$ cat src/rtl/accp_pkg.sv
package accp_pkg;

    localparam logic [3:0] OPC_HALT  = 4'b0000;
    localparam logic [3:0] OPC_LDMEM = 4'b0001;
    localparam logic [3:0] OPC_STMEM = 4'b0010;
    localparam logic [3:0] OPC_LDDEV = 4'b0011;
    localparam logic [3:0] OPC_ADMEM = 4'b0101;
    localparam logic [3:0] OPC_STDEV = 4'b0111;

    typedef enum logic [1:0] {
        ST_FETCH = 2'd0,
        ST_EXEC  = 2'd1,
        ST_HALT  = 2'd2
    } state_e;

    typedef struct packed {
        logic ld_mem;
        logic add_mem;
        logic st_mem;
        logic ld_dev;
        logic st_dev;
        logic halt;
        logic bad;
    } ctrl_t;

endpackage

$ cat src/rtl/accp_mem.sv
module accp_mem #(
    parameter int DW = 16,
    parameter int AW = 8
) (
    input  logic          clk,
    input  logic          we,
    input  logic [AW-1:0] addr,
    input  logic [DW-1:0] wdata,
    output logic [DW-1:0] rdata
);
    localparam int DEPTH = 1 << AW;

    logic [DW-1:0] mem [DEPTH];

    always_ff @(posedge clk) begin
        if (we) begin
            mem[addr] <= wdata;
        end
    end

    assign rdata = mem[addr];

endmodule

$ cat src/rtl/accp_decode.sv
module accp_decode
    import accp_pkg::*;
#(
    parameter int OP_W = 4
) (
    input  logic [OP_W-1:0] opcode,
    output ctrl_t           ctrl
);
    always_comb begin
        ctrl = '0;
        unique case (opcode)
            OPC_HALT:  ctrl.halt    = 1'b1;
            OPC_LDMEM: ctrl.ld_mem  = 1'b1;
            OPC_STMEM: ctrl.st_mem  = 1'b1;
            OPC_LDDEV: ctrl.ld_dev  = 1'b1;
            OPC_ADMEM: ctrl.add_mem = 1'b1;
            OPC_STDEV: ctrl.st_dev  = 1'b1;
            default:   ctrl.bad     = 1'b1;
        endcase
    end

    always_comb begin
        assert_decode_onehot_R8: assert ($onehot0(ctrl))
            else $error("decoder produced more than one control");
    end

endmodule

$ cat src/rtl/accp_ctrl.sv
module accp_ctrl
    import accp_pkg::*;
(
    input  logic clk,
    input  logic rst_n,
    input  logic halt_req,
    output logic fetch_en,
    output logic exec_en,
    output logic done
);
    state_e state_q, state_d;

    always_comb begin
        state_d = state_q;
        unique case (state_q)
            ST_FETCH: state_d = ST_EXEC;                          // T_FETCH
            ST_EXEC:  state_d = halt_req ? ST_HALT : ST_FETCH;    // T_STOP / T_NEXT
            ST_HALT:  state_d = ST_HALT;                          // T_PARK
            default:  state_d = ST_FETCH;
        endcase
    end

    always_ff @(posedge clk) begin
        if (!rst_n) begin
            state_q <= ST_FETCH;
        end else begin
            state_q <= state_d;
        end
    end

    always_comb begin
        fetch_en = 1'b0;
        exec_en  = 1'b0;
        done     = 1'b0;
        unique case (state_q)
            ST_FETCH: fetch_en = rst_n;
            ST_EXEC:  exec_en  = rst_n;
            ST_HALT:  done     = rst_n;
            default:  ;
        endcase
    end

    assert_fetch_then_exec_R1: assert property (@(posedge clk) disable iff (!rst_n)
        fetch_en |=> exec_en)
        else $error("FETCH not followed by EXEC");

    assert_done_sticky_R7: assert property (@(posedge clk) disable iff (!rst_n)
        done |=> done)
        else $error("done dropped without reset");

    assert_halt_no_exec_R7: assert property (@(posedge clk) disable iff (!rst_n)
        done |-> (!fetch_en && !exec_en))
        else $error("work after halt");

endmodule

$ cat src/rtl/accum_core.sv
module accum_core
    import accp_pkg::*;
#(
    parameter int DATA_W = 16,
    parameter int ADDR_W = 12,
    parameter int OP_W   = 4,
    parameter int MEM_AW = 8
) (
    input  logic              clk,
    input  logic              rst_n,
    input  logic [DATA_W-1:0] io_rdata,
    output logic              io_wr,
    output logic              io_rd,
    output logic [ADDR_W-1:0] io_dev,
    output logic [DATA_W-1:0] io_wdata,
    output logic              done,
    output logic              illegal
);
    localparam int INSTR_W = OP_W + ADDR_W;
    localparam int OP_LSB  = ADDR_W;

    logic [ADDR_W-1:0]  pc_q;
    logic [INSTR_W-1:0] ir_q;
    logic [DATA_W-1:0]  acc_q;
    logic               bad_q;

    logic               fetch_en, exec_en;
    ctrl_t              ctrl;
    logic [MEM_AW-1:0]  mem_addr;
    logic [DATA_W-1:0]  mem_rdata;
    logic               mem_we;
    logic [ADDR_W-1:0]  field;

    assign field = ir_q[ADDR_W-1:0];

    accp_decode #(.OP_W(OP_W)) u_dec (
        .opcode (ir_q[INSTR_W-1:OP_LSB]),
        .ctrl   (ctrl)
    );

    accp_ctrl u_ctrl (
        .clk      (clk),
        .rst_n    (rst_n),
        .halt_req (ctrl.halt),
        .fetch_en (fetch_en),
        .exec_en  (exec_en),
        .done     (done)
    );

    assign mem_addr = fetch_en ? pc_q[MEM_AW-1:0] : field[MEM_AW-1:0];
    assign mem_we   = exec_en && ctrl.st_mem;

    accp_mem #(.DW(DATA_W), .AW(MEM_AW)) u_mem (
        .clk   (clk),
        .we    (mem_we),
        .addr  (mem_addr),
        .wdata (acc_q),
        .rdata (mem_rdata)
    );

    always_ff @(posedge clk) begin
        if (!rst_n) begin
            pc_q  <= '0;
            ir_q  <= '0;
            acc_q <= '0;
            bad_q <= 1'b0;
        end else begin
            if (fetch_en) begin
                ir_q <= mem_rdata[INSTR_W-1:0];
                pc_q <= pc_q + 1'b1;
            end
            if (exec_en) begin
                if (ctrl.ld_mem)  acc_q <= mem_rdata;
                if (ctrl.add_mem) acc_q <= acc_q + mem_rdata;
                if (ctrl.ld_dev)  acc_q <= io_rdata;
                if (ctrl.bad)     bad_q <= 1'b1;
            end
        end
    end

    assign io_wr    = exec_en && ctrl.st_dev;
    assign io_rd    = exec_en && ctrl.ld_dev;
    assign io_dev   = field;
    assign io_wdata = acc_q;
    assign illegal  = bad_q;

    assert_wr_pulse_R6: assert property (@(posedge clk) disable iff (!rst_n)
        io_wr |=> !io_wr)
        else $error("io_wr longer than one clock");

    assert_rd_pulse_R5: assert property (@(posedge clk) disable iff (!rst_n)
        io_rd |=> !io_rd)
        else $error("io_rd longer than one clock");

    assert_pc_step_R1: assert property (@(posedge clk) disable iff (!rst_n)
        fetch_en |=> (pc_q == $past(pc_q) + 1'b1))
        else $error("pc did not advance by one");

    assert_illegal_sticky_R8: assert property (@(posedge clk) disable iff (!rst_n)
        illegal |=> illegal)
        else $error("illegal flag dropped");

    assert_bad_keeps_acc_R8: assert property (@(posedge clk) disable iff (!rst_n)
        (exec_en && ctrl.bad) |=> $stable(acc_q))
        else $error("unlisted opcode changed accumulator");

    assert_halt_quiet_R7: assert property (@(posedge clk) disable iff (!rst_n)
        done |-> (!io_wr && !io_rd))
        else $error("strobe after halt");

endmodule

$ cat config.mk
export PLATFORM = sky130hd
export DESIGN_NAME = accum_core
export DESIGN_NICKNAME = d
export VERILOG_FILES = /design/src/rtl/accp_pkg.sv /design/src/rtl/accp_mem.sv /design/src/rtl/accp_decode.sv /design/src/rtl/accp_ctrl.sv /design/src/rtl/accum_core.sv
export SDC_FILE = /design/constraint.sdc
export NUM_CORES = 2
export LEC_CHECK = 0
export BUFFER_PORTS_ARGS = -buffer_cell sky130_fd_sc_hd__clkbuf_2
export CAP_MARGIN = 40
export CELL_PAD_IN_SITES_DETAIL_PLACEMENT = 0
export CELL_PAD_IN_SITES_GLOBAL_PLACEMENT = 1
export CORE_ASPECT_RATIO = 2
export CORE_MARGIN = 4
export CORE_UTILIZATION = 47
export DETAILED_ROUTE_END_ITERATION = 6
export GPL_TIMING_DRIVEN = 1
export HOLD_SLACK_MARGIN = 0.1
export PLACE_DENSITY = 0.67
export REMOVE_ABC_BUFFERS = 1
export SYNTH_ARGS = -nofsm -noshare
export SYNTH_HDL_FRONTEND = slang
export SYNTH_SLANG_ARGS = --single-unit
$ cat constraint.sdc
create_clock -name clk -period 7.7 [get_ports clk]
set_clock_uncertainty 0.1 [all_clocks]
set_input_delay 1.155 -clock clk [delete_from_list [all_inputs] [get_ports clk]]
set_output_delay 1.155 -clock clk [all_outputs]
set_load 0.01 [all_outputs]
; ---- After elaboration in Yosys (flattened, before gate mapping)
; Memory sizes are Yosys's and may differ from the RTL's.
; Index checks and enable logic that the tools add are counted.
[totals]
input_bits = 18
output_inout_bits = 32
memories = 1
regBits = 47
ramBits = 4096
elab_cells = 42
[mem_list]
columns = name, words, width, read_ports, rd_ports_with_merged_regs, wr, line_no
row1 = u_mem.mem, 256, 16, 1, 0, 1, accp_mem.sv:13  ; logic [DW-1:0] mem [DEPTH];
[classes]
bitwise_logic = 1
n_reduce_logical = 9
mux = 17
n_addsub = 2
n_eq_ne = 7
[ops]
columns = op, count
row1 = $mux 16, 3
row2 = $add 16x16->16, 1
row3 = $add 12x1->12 const B, 1
row4 = $mux 1, 11
row5 = $eq 4x2->1 const B, 2
row6 = $eq 4x3->1 const B, 2
row7 = $mux 8, 1
row8 = $pmux 2 s3, 1
row9 = $reduce_or 6->1, 1
row10 = $eq 4x1->1 const B, 1
row11 = $logic_not 4->1, 1
row12 = $reduce_and 2->1, 2
row13 = $logic_and 1x1->1, 3
row14 = $reduce_bool 3->1, 1
row15 = $eq 2x1->1 const B, 1
row16 = $eq 2x2->1 const B, 1
row17 = $logic_not 2->1, 1
row18 = $mux 2, 1
row19 = $not 1->1, 1

; ---- Depth between registers and ports, before layout
; An unclocked memory read counts as a cell.
[logic_depth]
ltp_word = 7
mapped_depth = 29
ltp_nobuf = 22

; ---- Modules after synthesis
; A second synthesis with hierarchy kept.
[unflattened]
hier_cells = 7099
area_unflattened_um2 = 158051.6
[modules_own_cells]
columns = module, seq_area_each_um2, area_each_um2, cells_each, instances
row1 = accp_mem, 122998.0, 155078.7, 6711, 1
row2 = accum_core, 820.8, 2810.2, 369, 1
row3 = accp_ctrl, 40.0, 96.3, 8, 1
row4 = accp_decode, 0.0, 66.3, 11, 1

; ---- Worst setup path after synthesis
; No wires, ideal clock.
[synth_path]
path_kind = register -> register
from = register acc_q[0] (netlist: io_wdata[0])
to = register acc_q[14] (netlist: io_wdata[14])
required_ps = 7478
arrival_ps = 6171
synth_period_minus_slack_ps = 6392
n_path_buf = 0
setup_time_ps = 122
path_stages_with_launch = 14
setup_slack_ps = 1308
path_cell_list = dfxtp_1 > ha_1 > inv_1 > fa_1 > nor2b_1 > o21ai_0 > a21o_1 > a311oi_1 > a31oi_1 > o2111ai_1 > a21oi_1 > xor2_1 > nor2_1 > o311a_1
[synth_via]
elab_chain_cells = 3
[synth_lines]
columns = item, line_no
row1 = "start, declared", accum_core.sv:24  ; logic [DATA_W-1:0] acc_q;
row2 = "start signal, assigned", accum_core.sv:73  ; if (ctrl.ld_mem) acc_q <= mem_rdata;
row3 = "start signal, assigned", accum_core.sv:74  ; if (ctrl.add_mem) acc_q <= acc_q + mem_rdata;
row4 = "start signal, assigned", accum_core.sv:75  ; if (ctrl.ld_dev) acc_q <= io_rdata;
row5 = $add 16x16->16, accum_core.sv:74
row6 = $mux 16, accum_core.sv:74
row7 = $mux 16, accum_core.sv:75
; No other way between the ends.
; A chain may end at the register's enable or synchronous reset.

; ---- Worst setup path after layout
[layout_path]
from = register u_ctrl.state_q[0]
to = register acc_q[14] (netlist: io_wdata[14])
[layout_via]
elab_chain_cells = 7
elab_cells_between_ends = 11
cone_classes = 1 x add/sub / 1 x eq/ne / 6 x mux / 2 x reduce/logical / 1 x memory
[layout_lines]
columns = item, line_no
row1 = "start, declared", accp_ctrl.sv:11  ; state_e state_q, state_d;
row2 = "start signal, assigned", accp_ctrl.sv:27  ; state_q <= state_d;
row3 = $logic_not 2->1, accp_ctrl.sv:35  ; unique case (state_q)
row4 = $mux 1, accp_ctrl.sv:35
row5 = $mux 8, accum_core.sv:50  ; assign mem_addr = fetch_en ? pc_q[MEM_AW-1:0] : field[MEM_AW-1:0];
row6 = $mem_v2 256x16, n/a
row7 = named net mem_rdata[1], accum_core.sv:30  ; logic [DATA_W-1:0] mem_rdata;
row8 = $add 16x16->16, accum_core.sv:74
row9 = $mux 16, accum_core.sv:74
row10 = $mux 16, accum_core.sv:75
; The timed path passes the listed nets, and every way through them passes these cells. The select of a mux whose other input is x is not followed.

==> results.sh <==
export IMPL_finalCritPeriodShare=0.926
export IMPL_swShare=0.341
export IMPL_nets=11500
export IMPL_clockBufferDepth=4
export IMPL_cellInternalPower_mw=41.2
export IMPL_wl_per_cell_um=37.0
export IMPL_clk_latency_ns=0.98
export IMPL_synth_area_leaders="edfxtp_1, nand2_1, mux2i_1, a32oi_1, nand3_1"
export IMPL_ys_warn_count=0
export IMPL_io_buffers=49
export IMPL_setup_viol=0
export IMPL_core_area_um2=345000
export IMPL_powerDensity_nw_per_um2=332
export IMPL_min_period_ns=7.13
export IMPL_crit_arrival_ns=7.90
export IMPL_synth_top_area_share=0.755
export IMPL_fmax_mhz=140
export IMPL_report_final_hold_viol_count=0
export IMPL_firstDrtPassIters=7
export IMPL_post_cts_buffers=0
export IMPL_worst_slew_pin_slew_ns=1.44
export IMPL_htreeDepth=5
export IMPL_via_count=103000
export IMPL_slew_headroom=0.0403
export IMPL_cts_buffers=357
export IMPL_synth_edf_count=4096
export IMPL_drive_above_1_share=0.176
export IMPL_cts_root_buf="clkbuf_16"
export IMPL_initial_utilization=0.472
export IMPL_fp_dieW_um=424
export IMPL_syn_cell_area_um2=163000
export IMPL_async_reset_ff_frac=0
export IMPL_worstSetupPathType="reg -> reg"
export IMPL_ctsHoldBuffers=0
export IMPL_floorplan_rows=305
export IMPL_seq_area_frac_synth=0.760
export IMPL_syn_to_final_growth_pct=15.7
export IMPL_critPathLaunchType="register"
export IMPL_yosysTopAreaCell="edfxtp_1"
export IMPL_setup_tns_final_ns=0
export IMPL_drt_wl_total_mm=605
export IMPL_pwr_share_comb=0.298
export IMPL_utilization=0.546
export IMPL_grt_most_used_layer="met2"
export IMPL_grt_first_pass_wirelength_mm=822
export IMPL_maxCapViolCount=0
export IMPL_grt_use_met1=0.373
export IMPL_power_leakage_nw=63.0
export IMPL_die_y_um=841
export IMPL_fill_cells=27700
export IMPL_drtIter0Drc=12500
export IMPL_finalWeightedCongestion=0.965
export IMPL_drcViolationCount=2
export IMPL_use_met3=0.0558
export IMPL_synth_cell_types=83
export IMPL_path_max_fanout=18
export IMPL_dp_hpwl_mm=406
export IMPL_regArea_um2=124000
export IMPL_grtUsageMet2=0.566
export IMPL_status="finished with violations"
export IMPL_grt_start_max_net_pins=146
export IMPL_crit_required_ns=8.47
export IMPL_p_clk_frac=0.289
export IMPL_p_sw_mw=21.3
export IMPL_clock_sinks=4139
export IMPL_grt_use_total=0.333
export IMPL_cts_resized=0
export IMPL_cts_tree="done"
export IMPL_min_path_type="reg -> reg"
export IMPL_drtAntennaViolNets=0
export IMPL_finalMaxSlewViolations=0
export IMPL_avgViaCountPerCell=6.31
export IMPL_pwr_share_seq=0.413
export IMPL_clk_pin_slew_ns=0.07
export IMPL_ir_worst_vdd_uv=197
export IMPL_antenna_found_initial=46
export IMPL_violations="design-rule violations"
export IMPL_rsz0062_at_grt="no"
export IMPL_gr_total_overflow=0
export IMPL_synth_avg_cell_area_um2=15.3
export IMPL_pin_count=50
export IMPL_syn_inst=10600
export IMPL_first_global_vias=101000
export IMPL_ys_flop_type="edfxtp_1"
export IMPL_ys_seq_elements=4139
export IMPL_cp_end_kind="register"
export IMPL_die_area_um2=357000
export IMPL_multi_input_area_um2=35900
sequential cells by signal, summed over array words and instances, names as in the netlist:
signal and cells:
pc_q 8, io_wdata 16, u_mem.mem 4096, ir_q 16, illegal 1, u_ctrl.state_q 2
per-layer routing:
layer	vias up	share of wire	wire, um
met2	5873	0.49	299000
met3	1682	0.080	48700
met5	-	0.00027	164
li1	42800	-	-
met1	53100	0.33	200000
met4	26	0.096	58000
critical path: stages, from the launching register on:
cell,delay (ns)
dfxtp_1,0.41
or3b_4,0.46
buf_4,0.22
a21oi_4,0.27
buf_12,0.25
buf_4,0.34
buf_4,0.34
nand2_1,0.09
a32oi_1,0.27
nand4_1,0.45
a22oi_1,0.35
buf_4,0.23
nand3_1,0.27
nor4_2,0.39
buf_4,0.19
inv_1,0.04
fa_1,0.41
nor2b_1,0.14
o21ai_0,0.12
a21o_1,0.22
a311oi_1,0.25
buf_4,0.17
a31oi_1,0.13
o2111ai_1,0.24
a21oi_1,0.11
xor2_1,0.18
nor2_1,0.06
o311a_1,0.30
metrics by stage:
stage	power (mW)	area, um^2	cells	hold WS, ns	setup WS, ns
after floorplan	36.8	159000	9927	0.370	-41.77
after global placement	44.4	176000	15600	0.405	-0.868
after detailed placement	44.6	177000	15700	0.413	-0.202
after CTS	62.4	188000	16300	0.424	0.607
after global routing	64.0	188000	16400	0.473	0.336
final	62.6	189000	16400	0.443	0.567
worst paths after layout:
kind,from,end,slack [ns],cells past startpoint
max,u_ctrl.state_q[0],io_wdata[14],0.57,27
min,ir_q[15],ir_q[15],0.44,2
max reg2reg,u_ctrl.state_q[0],io_wdata[14],0.57,27
min reg2reg,ir_q[15],ir_q[15],0.44,2
cell families after synthesis:
family          after synthesis  share of synthesized area
fa+ha+maj                    19                    0.00150
buf+inv                     835                     0.0258
xor+xnor                     21                    0.00113
simple gates               3401                     0.0875
compound gates             1339                     0.0642
flops                      4139                      0.760
mux                         889                     0.0599
cell usage in the layout (no fill, tap or decap), drive strengths merged, types with 41 or more instances in the layout:
master	Yosys	final
buf	502	1117
and3	41	41
nor2	341	341
a211oi	124	124
edfxtp	4096	4096
nand3	534	534
a2111oi	104	104
nand2	2226	2226
mux2i	819	819
o21ai	79	79
nand4	133	133
clkinv	0	149
a31oi	98	98
clkbuf	214	487
o22ai	58	58
mux4	67	67
inv	119	129
a32oi	529	529
nor4	49	49
dfxtp	43	43
a21oi	111	111
layout make-up:
type / count / area share
inverter: 119 / 0.00237
clock inverter: 205 / 0.0101
multi-input combinational: 5669 / 0.190
tap: 4605 / 0.0306
timing repair buffer: 1167 / 0.0585
clock buffer: 438 / 0.0502
sequential: 4139 / 0.657
antenna: 35 / 0.000465
power by group through the flow:
stage                     clock network (mW)  registers (mW)  logic (mW)
final                                   18.1            25.8        18.6
after global routing                    19.1            25.8        19.0
after CTS                               18.3            25.8        18.3
after detailed placement                   0            26.3        18.3
after global placement                     0            26.4        18.0
after floorplan                            0            26.8        10.0
cells in the mapped netlist (10+ instances only):
cell type	count
buf_4	123
a22oi_1	20
a32oi_1	529
nand3_1	534
nor2b_1	11
nand2_1	2226
dfxtp_1	43
mux4_2	67
nor4_1	46
a221oi_1	20
or4_1	10
o21ai_0	75
a311oi_1	20
o22ai_1	58
inv_1	119
o211ai_1	20
xor2_1	12
a211oi_1	124
buf_1	51
a2111oi_0	102
nand4_1	133
mux2i_1	816
ha_1	18
a21oi_1	109
edfxtp_1	4096
nor2_1	339
a41oi_1	37
buf_6	31
a31oi_1	98
a32o_1	12
o31ai_1	12
and3_1	41
nor3_1	15
buf_2	297
a21o_1	10
clkbuf_1	214
Power figures use the tool's default switching activity.
